--- src/rtl/offset_trim_pkg.sv ---
package offset_trim_pkg;
  // Strobes from control to accumulator datapath
  typedef struct packed {
    logic load;   // follow configured value
    logic up;     // add one step
    logic down;   // subtract one step
  } trimCmd_t;
endpackage

--- src/rtl/trim_ctrl.sv ---
module trim_ctrl
  import offset_trim_pkg::*;
(
  input  logic     useInteg,
  input  logic     enable,
  input  logic     bitValid,
  input  logic     bitIn,
  output trimCmd_t cmd
);
  logic accept;

  always_comb begin
    accept   = useInteg && enable && bitValid;
    cmd.load = !useInteg;
    cmd.up   = accept && bitIn;
    cmd.down = accept && !bitIn;
  end
endmodule

--- src/rtl/trim_acc.sv ---
module trim_acc
  import offset_trim_pkg::*;
#(
  parameter int CODE_W = 12,
  parameter int K_MAX  = 15,
  parameter int TC_W   = 4
) (
  input  logic              clk,
  input  logic              rstN,
  input  trimCmd_t          cmd,
  input  logic [CODE_W-1:0] regCode,
  input  logic [TC_W-1:0]   tcSel,
  output logic [CODE_W-1:0] accCode
);
  localparam int ACC_W = CODE_W + K_MAX;
  localparam logic [ACC_W-1:0] ACC_TOP = '1;
  localparam logic [ACC_W-1:0] ACC_MID = {1'b1, {(ACC_W-1){1'b0}}};
  localparam logic [ACC_W-1:0] ONE     = {{(ACC_W-1){1'b0}}, 1'b1};

  logic [ACC_W-1:0] acc, accNext, stepVal, headroom;
  int unsigned      kEff;

  always_comb begin
    kEff     = (int'(tcSel) > K_MAX) ? K_MAX : int'(tcSel);
    stepVal  = ONE << (K_MAX - kEff);
    headroom = ACC_TOP - acc;
    accNext  = acc;
    if (cmd.load)
      accNext = {regCode, {K_MAX{1'b0}}};
    else if (cmd.up)
      accNext = (headroom < stepVal) ? ACC_TOP : acc + stepVal;
    else if (cmd.down)
      accNext = (acc < stepVal) ? '0 : acc - stepVal;
  end

  always_ff @(posedge clk) begin
    if (!rstN) acc <= ACC_MID;
    else       acc <= accNext;
  end

  assign accCode = acc[ACC_W-1 -: CODE_W];
endmodule

--- src/rtl/offset_trim_loop.sv ---
module offset_trim_loop
  import offset_trim_pkg::*;
#(
  parameter int CODE_W = 12,
  parameter int K_MAX  = 15,
  parameter int TC_W   = 4
) (
  input  logic              clk,
  input  logic              rstN,
  input  logic              bitValid,
  input  logic              bitIn,
  input  logic              useInteg,
  input  logic [CODE_W-1:0] regCode,
  input  logic [TC_W-1:0]   tcSel,
  input  logic              enable,
  output logic [CODE_W-1:0] dacCode
);
  trimCmd_t          cmd;
  logic [CODE_W-1:0] accCode;

  trim_ctrl u_ctrl (
    .useInteg(useInteg), .enable(enable), .bitValid(bitValid),
    .bitIn(bitIn), .cmd(cmd)
  );

  trim_acc #(.CODE_W(CODE_W), .K_MAX(K_MAX), .TC_W(TC_W)) u_acc (
    .clk(clk), .rstN(rstN), .cmd(cmd), .regCode(regCode),
    .tcSel(tcSel), .accCode(accCode)
  );

  assign dacCode = useInteg ? accCode : regCode;
endmodule

--- config.mk ---
export PLATFORM = sky130hd
export DESIGN_NAME = offset_trim_loop
export DESIGN_NICKNAME = d
export VERILOG_FILES = /design/src/rtl/offset_trim_pkg.sv /design/src/rtl/trim_ctrl.sv /design/src/rtl/trim_acc.sv /design/src/rtl/offset_trim_loop.sv
export SDC_FILE = /design/constraint.sdc
export NUM_CORES = 1
export LEC_CHECK = 0
export BUFFER_PORTS_ARGS = -buffer_cell sky130_fd_sc_hd__buf_2
export CAP_MARGIN = 20
export CORE_UTILIZATION = 45
export CTS_CLUSTER_SIZE = 24
export DETAILED_ROUTE_END_ITERATION = 10
export PLACE_DENSITY = 0.61
export SLEW_MARGIN = 20
export SYNTH_ARGS = -nofsm -noshare
export SYNTH_HDL_FRONTEND = slang
export SYNTH_SLANG_ARGS = --single-unit
--- constraint.sdc ---
create_clock -name clk -period 5.8 [get_ports clk]
set_clock_uncertainty 0.2 [all_clocks]
set_input_delay 0.87 -clock clk [delete_from_list [all_inputs] [get_ports clk]]
set_output_delay 0.87 -clock clk [all_outputs]
set_load 0.02 [all_outputs]
==> impl_metrics.json <==
{
  "wl_per_cell_um": 18.3,
  "die_w_um": 101,
  "initial_utilization_pct": 47.1,
  "numCtsBuffers": 3,
  "drive_above_1_share_pct": 13.3,
  "worstSetupEndpointType": "flop",
  "hold_viol": 0,
  "drt_pass1_iterations": 5,
  "drc": 0,
  "drt-initial-drc-count": 357,
  "top_regs": "u_acc.acc x27",
  "final_common_cell": "nand2_1",
  "syn2layout_area_growth_pct": 3.46,
  "largest_register_ffs": 27,
  "cts.clk_slew.worst_paths_ns": 0.13,
  "htreeDepth": 1,
  "cts_resized": 0,
  "final_cells": 730,
  "fin_crit_ns": 4.16,
  "cts_buffer_depth": 2,
  "cap_violations": 0,
  "p_total_mw": 0.684,
  "grt_remaining_overflow": 0,
  "min_to": "u_acc.acc[0]$_SDFFE_PN0P_",
  "grt_pass1_vias": 4004,
  "r2r_start": "u_acc.acc[6]$_SDFFE_PN0P_",
  "fin_crit_sh_pct": 71.7,
  "row_count": 35,
  "synth_ff_type": "dfxtp_1",
  "place_hpwl_um": 10100,
  "viasPerCell": 6.17,
  "max_slew_margin_pct": 29.6,
  "p_leak_nw": 2.00,
  "regArea_um2": 541,
  "dp_slack_ns": 1.39,
  "dieArea_um2": 10200,
  "antenna_found_initial": 0,
  "arrival_ns": 4.18,
  "synth_edf_count": 0,
  "ant_nets": 0,
  "io-pin-count": 34,
  "worstSkewPairLatency_ns": 0.31,
  "syn_area_per_cell_um2": 7.38,
  "multiInputGateArea_um2": 3450,
  "num_vias": 4503,
  "grt_use_total_pct": 26.9,
  "wl_um": 13400,
  "reg2reg_slack_ns": 2.31,
  "critPathKind": "in -> reg",
  "final_nets": 678,
  "post_cts_buffers": 0,
  "rsz0062_at_grt": "no",
  "synth_fp_nets": 674,
  "setup_viol": 0,
  "antenna_cells": 0,
  "regMostFlops": "u_acc.acc",
  "worst_setup_path_start_kind": "input pin",
  "crit_path_max_fanout": 13,
  "yosysUniqueCellTypes": 86,
  "synthArstFlopShare_pct": 0,
  "setup_tns_ns": 0,
  "grt_max_degree": 32,
  "clock.fmax_mhz": 241,
  "dp_cells": 726,
  "netlist_area_um2": 4420,
  "powerDensity_nw_per_um2": 150,
  "yosysSeqAreaShare_pct": 12.2,
  "yosysWarnings": 0,
  "tightest_slew_ns": 1.05,
  "die_h_um": 101,
  "port-buffer-count": 33,
  "postSynthCellCount": 598,
  "clockRootBuffer": "clkbuf_8",
  "required_ns": 5.83,
  "cts_hold_buf": 0,
  "worstReg2RegEnd": "u_acc.acc[24]$_SDFFE_PN0P_",
  "ys_ff_latch": 27,
  "cts_sinks": 27,
  "status": "finished, final reports clean",
  "r2r_cells": 10,
  "hp-class": "reg -> reg",
  "fin_ws_ns": 1.64,
  "hp-start": "u_acc.acc[0]$_SDFFE_PN0P_",
  "coreArea_um2": 9370,
  "vdd_ir_drop_max_mv": 0.0930,
  "mostFrequentLayoutCells": "65 x nand2_1, 52 x ha_1, 50 x nor2_1",
  "cts_tree": "done",
  "slew_viol_final": 0,
  "fillerInstances": 987,
  "grt_pass1_wl_um": 21600,
  "holdPathStages": 2,
  "globalplace.congestion": 0.978
}
## metal layers
layer | global-route usage [%] | up-vias | routed length [µm]
li1 | - | 2175 | -
met1 | 39.0 | 2150 | 6290
met2 | 41.9 | 159 | 5960
met3 | 3.40 | 19 | 860
met4 | 6.69 | 0 | 251
met5 | 0 | - | 0
## where the power goes
part / leakage (nW) / total (mW) / internal (mW) / switching [mW]
Clock: 0.0255 / 0.128 / 0.0488 / 0.0792
Combinational: 1.75 / 0.334 / 0.129 / 0.206
Sequential: 0.222 / 0.221 / 0.197 / 0.0242
## cell families after synthesis
family,synth area share [%]
flops,12.2
compound gates,32.0
buf+inv,9.72
mux,2.95
xor+xnor,3.77
simple gates,23.7
fa+ha+maj,15.6
## worst max-delay path by stage
| stage | start | endpoint | slack [ns] | cells after the start |
|---|---|---|---|---|
| floorplan | tcSel[1] | u_acc.acc[24]$_SDFFE_PN0P_ | 2.10 | 11 |
| global placement | tcSel[0] | u_acc.acc[25]$_SDFFE_PN0P_ | 1.14 | 12 |
| detailed placement | tcSel[0] | u_acc.acc[20]$_SDFFE_PN0P_ | 1.39 | 12 |
| CTS | tcSel[0] | u_acc.acc[20]$_SDFFE_PN0P_ | 1.70 | 12 |
| global route | tcSel[3] | u_acc.acc[24]$_SDFFE_PN0P_ | 1.42 | 12 |
| finish | tcSel[0] | u_acc.acc[24]$_SDFFE_PN0P_ | 1.64 | 12 |
## final cells by class
class                      count  share of cell area [%]
multi-input combinational    486                    75.6
sequential                    27                    11.8
timing repair buffer          36                    4.11
inverter                      48                    3.94
tap                          129                    3.53
clock buffer                   3                   0.904
clock inverter                 1                   0.110
## Yosys cell counts (3+ instances only)
| library cell | number | share of area, % |
|---|---|---|
| and2_1 | 5 | 0.71 |
| or3_1 | 6 | 0.85 |
| ha_1 | 52 | 15 |
| a21o_1 | 7 | 1.2 |
| a221oi_2 | 8 | 2.7 |
| nor2b_1 | 13 | 1.8 |
| o21ai_0 | 39 | 4.4 |
| o31ai_1 | 8 | 1.4 |
| nand2_1 | 65 | 5.5 |
| nor4_1 | 4 | 0.57 |
| nand4_1 | 3 | 0.43 |
| nand3_1 | 22 | 2.5 |
| nor3_2 | 3 | 0.68 |
| xnor2_1 | 15 | 3.0 |
| a221o_1 | 3 | 0.68 |
| clkbuf_1 | 11 | 0.94 |
| nor3_1 | 8 | 0.91 |
| o21bai_1 | 5 | 0.85 |
| a21oi_1 | 39 | 4.4 |
| buf_6 | 7 | 1.8 |
| dfxtp_1 | 27 | 12 |
| nand2b_1 | 6 | 0.85 |
| o211ai_1 | 10 | 1.7 |
| o311ai_0 | 4 | 0.79 |
| buf_2 | 8 | 0.91 |
| o2111ai_1 | 4 | 0.79 |
| inv_1 | 48 | 4.1 |
| a31oi_1 | 9 | 1.3 |
| or2_2 | 3 | 0.43 |
| mux2_2 | 8 | 2.0 |
| buf_4 | 5 | 0.85 |
| a22oi_1 | 4 | 0.68 |
| a221oi_1 | 6 | 1.2 |
| a211oi_1 | 5 | 0.85 |
| o211a_1 | 3 | 0.68 |
| xor2_1 | 4 | 0.79 |
| o21a_1 | 7 | 1.2 |
| mux2i_1 | 4 | 0.91 |
| nor2_1 | 50 | 4.3 |
| a211o_1 | 3 | 0.60 |
## critical path, cell delays in order
cell,delay (ns)
buf_2,0.14
nor2b_1,0.26
nand2_1,0.14
ha_1,0.57
nor2b_2,0.16
o311ai_4,0.32
a31oi_1,0.14
a211oi_2,0.47
o21ai_1,0.26
or4_1,0.44
o211a_1,0.22
a311oi_2,0.18
## stage by stage
| stage | hold slack [ns] | cell area, µm² | util (%) |
|---|---|---|---|
| 2_1_floorplan | 0.262 | 4420 | - |
| 3_3_place_gp | 0.289 | 4520 | 48.2 |
| 3_5_place_dp | 0.292 | 4520 | 48.3 |
| 4_1_cts | 0.313 | 4570 | 48.7 |
| 5_1_grt | 0.350 | 4570 | 48.7 |
| 6_report | 0.317 | 4570 | 48.7 |
(Power assumes the default switching activity.)
